**config.mk**
```make
export PLATFORM = sky130hd
export DESIGN_NAME = usb_ep_handshake
export DESIGN_NICKNAME = d
export VERILOG_FILES = /design/src/rtl/usb_hs_pkg.sv /design/src/rtl/hs_decode.sv /design/src/rtl/hs_ep_slot.sv /design/src/rtl/hs_status_port.sv /design/src/rtl/usb_ep_handshake.sv
export SDC_FILE = /design/constraint.sdc
export NUM_CORES = 1
export LEC_CHECK = 0
export BUFFER_PORTS_ARGS = -buffer_cell sky130_fd_sc_hd__buf_2
export CAP_MARGIN = 25
export CORE_MARGIN = 2
export CORE_UTILIZATION = 60
export DETAILED_ROUTE_END_ITERATION = 8
export GPL_ROUTABILITY_DRIVEN = 0
export HOLD_SLACK_MARGIN = 0.05
export PLACE_DENSITY_LB_ADDON = 0.3
export SYNTH_ARGS = -nofsm -noshare
export SYNTH_HDL_FRONTEND = slang
export SYNTH_HIERARCHICAL = 1
export SYNTH_SLANG_ARGS = --single-unit
```
**constraint.sdc**
```tcl
create_clock -name clk -period 4.5 [get_ports clk]
set_input_delay 0.9 -clock clk [delete_from_list [all_inputs] [get_ports clk]]
set_output_delay 0.9 -clock clk [all_outputs]
set_load 0.02 [all_outputs]
```
**src/rtl/usb_hs_pkg.sv**
```systemverilog
package usb_hs_pkg;

  typedef enum logic [1:0] {
    HS_READ     = 2'd0,
    HS_CLEAR    = 2'd1,
    HS_VALIDATE = 2'd2,
    HS_ACK      = 2'd3
  } hs_op_e;

  localparam int STAT_W = 8;

  typedef struct packed {
    logic [2:0] pad;
    logic       irq;
    logic       rej;
    logic       lock;
    logic [1:0] full;
  } hs_stat_t;

endpackage

```
**src/rtl/hs_decode.sv**
```systemverilog
module hs_decode
  import usb_hs_pkg::*;
#(
  parameter int NUM_EP = 4,
  localparam int EPW = $clog2(NUM_EP)
) (
  input  logic              sie_rx_valid,
  input  logic              sie_rx_setup,
  input  logic [EPW-1:0]    sie_rx_ep,
  input  logic              sie_tx_done,
  input  logic [EPW-1:0]    sie_tx_ep,
  input  logic              cmd_valid,
  input  logic [1:0]        cmd_op,
  input  logic [EPW-1:0]    cmd_ep,
  output logic              setup_ev,
  output logic [NUM_EP-1:0] sie_hit,
  output logic [NUM_EP-1:0] cmd_rd,
  output logic [NUM_EP-1:0] cmd_clr,
  output logic [NUM_EP-1:0] cmd_val,
  output logic [NUM_EP-1:0] cmd_ack
);

  assign setup_ev = sie_rx_valid && sie_rx_setup && (sie_rx_ep == '0);

  for (genvar i = 0; i < NUM_EP; i++) begin : g_ep
    logic sel;
    assign sel = cmd_valid && (cmd_ep == EPW'(i));
    if (i % 2 == 1) begin : g_in
      assign sie_hit[i] = sie_tx_done && (sie_tx_ep == EPW'(i));
    end else if (i == 0) begin : g_ctrl_out
      assign sie_hit[i] = sie_rx_valid && !sie_rx_setup && (sie_rx_ep == EPW'(i));
    end else begin : g_out
      assign sie_hit[i] = sie_rx_valid && (sie_rx_ep == EPW'(i));
    end
    assign cmd_rd[i]  = sel && (cmd_op == HS_READ);
    assign cmd_clr[i] = sel && (cmd_op == HS_CLEAR);
    assign cmd_val[i] = sel && (cmd_op == HS_VALIDATE);
    assign cmd_ack[i] = sel && (cmd_op == HS_ACK);
  end

endmodule

```
**src/rtl/hs_ep_slot.sv**
```systemverilog
module hs_ep_slot
  import usb_hs_pkg::*;
#(
  parameter bit IS_IN   = 1'b0,
  parameter bit IS_CTRL = 1'b0,
  parameter bit DOUBLE  = 1'b0
) (
  input  logic     clk,
  input  logic     rst,
  input  logic     sie_hit,
  input  logic     setup_hit,
  input  logic     flush,
  input  logic     cmd_rd,
  input  logic     cmd_clr,
  input  logic     cmd_val,
  input  logic     cmd_ack,
  output hs_stat_t stat,
  output logic     any_full,
  output logic     rx_rdy,
  output logic     tx_rdy,
  output logic     nak
);

  logic [1:0] full_q, n_full;
  logic       wp_q, n_wp;
  logic       rp_q, n_rp;
  logic       irq_q, n_irq;
  logic       lock_q, n_lock;
  logic       rej_q, n_rej;
  logic       nak_q, n_nak;

  // Order inside one cycle: status read, then serial-engine event,
  // then firmware buffer command, then acknowledge.
  always_comb begin
    n_full = full_q;
    n_wp   = wp_q;
    n_rp   = rp_q;
    n_irq  = irq_q;
    n_lock = lock_q;
    n_rej  = rej_q;
    n_nak  = 1'b0;

    if (cmd_rd) begin
      n_irq = 1'b0;
      n_rej = 1'b0;
    end

    if (setup_hit) begin
      n_full = 2'b01;
      n_wp   = DOUBLE;
      n_rp   = 1'b0;
      n_irq  = 1'b1;
      n_lock = 1'b1;
    end else if (flush) begin
      n_full = 2'b00;
      n_wp   = 1'b0;
      n_rp   = 1'b0;
      n_lock = 1'b1;
    end else if (sie_hit) begin
      if (!IS_IN) begin
        if (!n_full[n_wp]) begin
          n_full[n_wp] = 1'b1;
          n_wp         = DOUBLE ? ~n_wp : 1'b0;
          n_irq        = 1'b1;
        end else begin
          n_nak = 1'b1;
        end
      end else if (!n_lock && n_full[n_rp]) begin
        n_full[n_rp] = 1'b0;
        n_rp         = DOUBLE ? ~n_rp : 1'b0;
        n_irq        = 1'b1;
      end
    end

    if (cmd_clr || cmd_val) begin
      if (n_lock) begin
        n_rej = 1'b1;
      end else if (cmd_clr && !IS_IN && n_full[n_rp]) begin
        n_full[n_rp] = 1'b0;
        n_rp         = DOUBLE ? ~n_rp : 1'b0;
      end else if (cmd_val && IS_IN && !n_full[n_wp]) begin
        n_full[n_wp] = 1'b1;
        n_wp         = DOUBLE ? ~n_wp : 1'b0;
      end
    end

    if (cmd_ack && IS_CTRL && !setup_hit && !flush) begin
      n_lock = 1'b0;
    end
  end

  always_ff @(posedge clk) begin
    if (rst) begin
      full_q <= 2'b00;
      wp_q   <= 1'b0;
      rp_q   <= 1'b0;
      irq_q  <= 1'b0;
      lock_q <= 1'b0;
      rej_q  <= 1'b0;
      nak_q  <= 1'b0;
    end else begin
      full_q <= n_full;
      wp_q   <= n_wp;
      rp_q   <= n_rp;
      irq_q  <= n_irq;
      lock_q <= n_lock;
      rej_q  <= n_rej;
      nak_q  <= n_nak;
    end
  end

  assign stat     = hs_stat_t'({3'b000, irq_q, rej_q, lock_q, full_q});
  assign any_full = |full_q;
  assign rx_rdy   = !IS_IN && !full_q[wp_q];
  assign tx_rdy   = IS_IN && (|full_q) && !lock_q;
  assign nak      = nak_q;

endmodule

```
**src/rtl/hs_status_port.sv**
```systemverilog
module hs_status_port
  import usb_hs_pkg::*;
#(
  parameter int NUM_EP = 4,
  localparam int EPW = $clog2(NUM_EP)
) (
  input  logic                     clk,
  input  logic                     rst,
  input  logic                     cmd_valid,
  input  logic [1:0]               cmd_op,
  input  logic [EPW-1:0]           cmd_ep,
  input  logic [NUM_EP*STAT_W-1:0] stat_flat,
  output logic                     stat_valid,
  output logic [STAT_W-1:0]        stat_data
);

  logic [STAT_W-1:0] sel_stat;
  logic              hit;

  always_comb begin
    sel_stat = '0;
    hit      = 1'b0;
    for (int i = 0; i < NUM_EP; i++) begin
      if (cmd_ep == EPW'(i)) begin
        sel_stat = stat_flat[i*STAT_W +: STAT_W];
        hit      = 1'b1;
      end
    end
  end

  always_ff @(posedge clk) begin
    if (rst) begin
      stat_valid <= 1'b0;
      stat_data  <= '0;
    end else begin
      stat_valid <= cmd_valid && (cmd_op == HS_READ) && hit;
      if (cmd_valid && (cmd_op == HS_READ) && hit) begin
        stat_data <= sel_stat;
      end
    end
  end

endmodule

```
**src/rtl/usb_ep_handshake.sv**
```systemverilog
module usb_ep_handshake
  import usb_hs_pkg::*;
#(
  parameter int              NUM_EP   = 4,
  parameter logic [NUM_EP-1:0] DBL_MASK = 4'b1100,
  localparam int             EPW      = $clog2(NUM_EP)
) (
  input  logic              clk,
  input  logic              rst,
  input  logic              sie_rx_valid,
  input  logic              sie_rx_setup,
  input  logic [EPW-1:0]    sie_rx_ep,
  input  logic              sie_tx_done,
  input  logic [EPW-1:0]    sie_tx_ep,
  input  logic              cmd_valid,
  input  logic [1:0]        cmd_op,
  input  logic [EPW-1:0]    cmd_ep,
  output logic [NUM_EP-1:0] irq_bits,
  output logic [NUM_EP-1:0] buf_full,
  output logic [NUM_EP-1:0] rx_ready,
  output logic [NUM_EP-1:0] tx_ready,
  output logic [NUM_EP-1:0] rx_nak,
  output logic              stat_valid,
  output logic [STAT_W-1:0] stat_data
);

  logic                     setup_ev;
  logic [NUM_EP-1:0]        sie_hit, cmd_rd, cmd_clr, cmd_val, cmd_ack;
  logic [NUM_EP*STAT_W-1:0] stat_flat;

  hs_decode #(.NUM_EP(NUM_EP)) u_decode (
    .sie_rx_valid (sie_rx_valid),
    .sie_rx_setup (sie_rx_setup),
    .sie_rx_ep    (sie_rx_ep),
    .sie_tx_done  (sie_tx_done),
    .sie_tx_ep    (sie_tx_ep),
    .cmd_valid    (cmd_valid),
    .cmd_op       (cmd_op),
    .cmd_ep       (cmd_ep),
    .setup_ev     (setup_ev),
    .sie_hit      (sie_hit),
    .cmd_rd       (cmd_rd),
    .cmd_clr      (cmd_clr),
    .cmd_val      (cmd_val),
    .cmd_ack      (cmd_ack)
  );

  for (genvar i = 0; i < NUM_EP; i++) begin : g_slot
    hs_stat_t st;
    hs_ep_slot #(
      .IS_IN   (i % 2 == 1),
      .IS_CTRL (i < 2),
      .DOUBLE  ((i >= 2) && DBL_MASK[i])
    ) u_slot (
      .clk       (clk),
      .rst       (rst),
      .sie_hit   (sie_hit[i]),
      .setup_hit ((i == 0) && setup_ev),
      .flush     ((i == 1) && setup_ev),
      .cmd_rd    (cmd_rd[i]),
      .cmd_clr   (cmd_clr[i]),
      .cmd_val   (cmd_val[i]),
      .cmd_ack   (cmd_ack[i]),
      .stat      (st),
      .any_full  (buf_full[i]),
      .rx_rdy    (rx_ready[i]),
      .tx_rdy    (tx_ready[i]),
      .nak       (rx_nak[i])
    );
    assign irq_bits[i]                    = st.irq;
    assign stat_flat[i*STAT_W +: STAT_W]  = st;
  end

  hs_status_port #(.NUM_EP(NUM_EP)) u_status (
    .clk        (clk),
    .rst        (rst),
    .cmd_valid  (cmd_valid),
    .cmd_op     (cmd_op),
    .cmd_ep     (cmd_ep),
    .stat_flat  (stat_flat),
    .stat_valid (stat_valid),
    .stat_data  (stat_data)
  );

endmodule

```
; ---- After elaboration in Yosys (flattened, before gate mapping)
; Cells that the tools add are included.
[op_classes]
n_lt_le_gt_ge = 12
bitwise = 16
n_reduce_logical = 67
eq_ne = 9
mux = 83
[ops]
columns = op, n
row1 = 2-to-1 mux 1 bit, 57
row2 = logical AND 1 bit, 41
row3 = 2-to-1 mux 2 bit, 16
row4 = 2-to-1 mux 5 bit, 4
row5 = OR reduction 2 bit, 7
row6 = "equality test 2 bit, second input constant", 6
row7 = "less-than comparator 1 x 2 -> 1 bit, second input constant", 6
row8 = AND reduction 2 bit, 4
row9 = zero test 1 bit, 7
row10 = NOT 1 bit, 7
row11 = bitwise AND 2 bit, 3
row12 = demux 1 bit (select 1 bit), 6
row13 = "equality test 2 x 1 -> 1 bit, second input constant", 3
row14 = "greater-or-equal comparator 1 bit, second input constant", 6
row15 = zero test 2 bit, 3
row16 = NOT 2 bit, 3
row17 = bitwise OR 2 bit, 3
row18 = logical OR 1 bit, 4
row19 = OR reduction 3 bit, 1
[word_totals]
reg_bits = 33
input_bits = 14
output_inout_bits = 29
wordCells = 209

; ---- Longest topological paths before layout
[depth]
depth_word = 14
mapped_depth = 5
mapped_depth_nobuf = 5

; ---- By module
; The synthesis kept the hierarchy.
[by_module_without_submodules]
columns = module, n_inst, cells_per_inst, area_each_um2
row1 = hs_status_port, 1, 38, 531.8
row2 = hs_ep_slot at g_slot[2].u_slot, 1, 50, 431.7
row3 = hs_ep_slot at g_slot[3].u_slot, 1, 48, 414.1
row4 = hs_ep_slot at g_slot[0].u_slot, 1, 36, 329.1
row5 = hs_ep_slot at g_slot[1].u_slot, 1, 38, 314.1
row6 = hs_decode, 1, 29, 158.9
row7 = usb_ep_handshake, 1, 1, 3.8

; ---- Worst setup path after synthesis
; OpenSTA, ideal clock, no wires.
[synth_timing]
path_type = input to register
startpoint = input sie_rx_setup
endpoint = register g_slot[1].u_slot.full_q[0]
path_stages = 4
n_path_buf = 0
setup_ns = 0.119
path_slack_ns = 2.202
t_arrival_ns = 2.179
path_cell_list = nor4bb_1 > nor2_1 > a31oi_1 > a21oi_1
[synth_between]
elab_chain_cells = 11
[synth_rtl]
columns = item, line_no
row1 = from (decl), usb_ep_handshake.sv:11  ; input logic sie_rx_setup,
row2 = logical AND 1 bit (*) (2 in series), hs_decode.sv:23  ; assign setup_ev = sie_rx_valid && sie_rx_setup && (sie_rx_ep == '0);
row3 = 2-to-1 mux 1 bit, hs_ep_slot.sv:54  ; end else if (flush) begin
row4 = less-than comparator 1 x 2 -> 1 bit (not written as such) / greater-or-equal comparator 1 bit (equally long branches), hs_ep_slot.sv:82  ; n_full[n_wp] = 1'b1;
row5 = logical AND 1 bit (not written as such), hs_ep_slot.sv:82
row6 = 2-to-1 mux 1 bit (not written as such), hs_ep_slot.sv:82
row7 = demux 1 bit (select 1 bit), --
row8 = bitwise OR 2 bit (no source line), --
row9 = 2-to-1 mux 2 bit, hs_ep_slot.sv:81  ; end else if (cmd_val && IS_IN && !n_full[n_wp]) begin
row10 = 2-to-1 mux 2 bit, hs_ep_slot.sv:76  ; if (n_lock) begin
row11 = 2-to-1 mux 2 bit (*), hs_ep_slot.sv:75  ; if (cmd_clr || cmd_val) begin
row12 = to (signal assigned), hs_ep_slot.sv:102  ; full_q <= n_full;
row13 = to (decl), hs_ep_slot.sv:24  ; logic [1:0] full_q, n_full;
; Mark *: on every way between the ends. The rest lies on a longest branch, timed or not. The select of a mux whose other input is x is not followed.
; A chain may end at the register's enable or synchronous reset.

; ---- Worst setup path in the final report
[layout_timing]
startpoint = register g_slot[3].u_slot.full_q[0]
endpoint = output tx_ready[3]
[layout_between]
elab_chain_cells = 1
[layout_rtl]
columns = item, line_no
row1 = from (decl), hs_ep_slot.sv:24
row2 = from (signal assigned), hs_ep_slot.sv:102
row3 = OR reduction 2 bit, hs_ep_slot.sv:115  ; assign tx_rdy = IS_IN && (|full_q) && !lock_q;
row4 = to (decl), usb_ep_handshake.sv:21  ; output logic [NUM_EP-1:0] tx_ready,
; No other way between the ends.

==> results.yml <==
timing:
  max_slew_margin_pct: 59.4
  tns_ns: 0
  period_minus_slack_ns: 2.29
  hold_viol_final: 0
  fin_worst_skew_ns: 0.0124
  slew_violations: 0
  rsz0062_at_grt: "false"
  worst_pin_slew_ns: 0.609
  fin_ws_ns: 2.21
  max_freq_ghz: 0.437
  fin_crit_sh_pct: 50.9
  setup_viol: 0
cells_and_area:
  syn2layout_area_growth_pct: 10.0
  drive_gt1_share_pct: 23.7
  multi_input_area_um2: 1290
  nets: 304
  mostFrequentLayoutCells: "conb_1 (47), dfxtp_1 (37), buf_2 (36)"
  fin_util_pct: 70.1
  ff_latch_area_um2: 741
  fillCellCount: 286
  layout_commonest_cell: "conb_1"
  num_antenna_cells: 0
power:
  power_frac_clock_pct: 30.3
  total_power_uw: 654
  switching_share_pct: 27.7
  p_switching_uw: 181
  p_int_uw: 473
  pwr-share-seq_pct: 53.9
  comb_power_share_pct: 15.8
  vdd_drop_max_mv: 0.199
  p_per_area_nw_per_um2: 273
  p_leak_uw: 0.00103
clock_tree:
  postCtsResizedCells: 0
  htree_levels: 2
  clock_sinks: 37
  numCtsBuffers: 5
  clk_latency_ns: 0.35
  cts_root_buf: "clkbuf_4"
  clk_path_buf_depth: 2
  postCtsHoldBufs: 0
  postCtsSetupRepairBufs: 0
  cts_tree: "done"
  path_clk_slew_ns: 0.12
route:
  drtAntennaViolNets: 0
  vias_per_cell: 5.16
  wl_mm: 4.31
  drt_iter0_markers: 155
  vias: 1740
  drc: 0
  wire_per_inst_um: 12.8
  first_pass_iters: 4
critical_path:
  required_ns: 3.60
  cp.arrival_ns: 1.39
  worstSetupPathType: "reg2out"
  critPathCaptureType: "output pin"
  worstSetupStartpoint: "g_slot[3].u_slot/full_q[0]"
  start_kind: "flip-flop"
  crit_path_max_fanout: 5
  worstReg2RegStart: "g_slot[3].u_slot/lock_q"
grt:
  grt_pass1_wl_mm: 7.17
  grt-ovfl-total: 0
  grt.total_usage_pct: 22.8
  grt_max_degree: 34
  grt_pass1_vias: 1562
  antenna_found_initial: 0
place:
  portBuffers: 36
  dp_slack_ns: 2.18
  dp_hpwl_mm: 3.23
synth:
  synth_cells: 238
  avgSynthCellArea_um2: 9.14
  synth_area_um2: 2180
  yosysWarnings: 6
flow_run:
  timing.max_cap.violations: 0
floorplanning:
  core-area_um2: 3420
  die_area_um2: 4120
  die_h_um: 64.2
  die_x_um: 64.2
  floorplan.initialDensity_pct: 63.7
  rows: 21
  io_pins: 43
run_status:
  status: "completed"
hold_path:
  hold_start: "g_slot[3].u_slot/rej_q"
  min_path_type: "reg2reg"
[cell type report]
type	instances	area share (%)
Sequential cell	37	30.9
Clock buffer	7	2.72
Timing Repair Buffer	37	7.84
Inverter	12	1.88
Multi-Input combinational cell	197	54.0
Clock inverter	1	0.209
Tap cell	46	2.40
[critical path, cell delays in order, from the launching register on]
cell and delay (ns):
dfxtp_1 0.38, or2_2 0.32, and2b_2 0.19, buf_2 0.15
[per-stage QoR]
step	instance area [um2]	hold slack (ns)	cells
floorplan	2330	0.426	280
global placement	2320	0.439	329
detailed placement	2320	0.453	329
CTS	2390	0.471	337
global route	2390	0.489	337
finish	2390	0.472	337
[power groups by stage]
| stage | logic [uW] | clock network [uW] | registers (uW) |
|---|---|---|---|
| 2_1_floorplan | 90.5 | 0 | 358 |
| 3_3_place_gp | 98.7 | 0 | 359 |
| 3_5_place_dp | 101 | 0 | 360 |
| 4_1_cts | 102 | 205 | 353 |
| 5_1_grt | 114 | 217 | 355 |
| 6_report | 103 | 198 | 352 |
[path summary, 6_finish.rpt]
kind / slack [ns] / end / depth (start not counted)
setup / recovery: 2.21 / tx_ready[3] / 3
hold / removal: 0.47 / g_slot[3].u_slot/rej_q / 2
hold reg to reg: 0.47 / g_slot[3].u_slot/rej_q / 2
setup reg to reg: 3.25 / u_status/stat_data[2] / 2
[state kept, by name, indices dropped and copies added, names as in the netlist]
register	count
g_slot.u_slot/nak	2
g_slot.u_slot/lock_q	4
g_slot.u_slot/rej_q	4
g_slot.u_slot/full_q	8
g_slot.u_slot/wp_q	3
g_slot.u_slot/irq_q	4
u_status/stat_valid	1
g_slot.u_slot/rp_q	3
u_status/stat_data	8
[per-layer routing]
metal,routed length (um),global-route usage [%]
met1,1980,29.9
met2,2050,37.4
met3,216,4.23
met4,56,8.78
met5,0,0
Power figures use the tool's default switching activity.
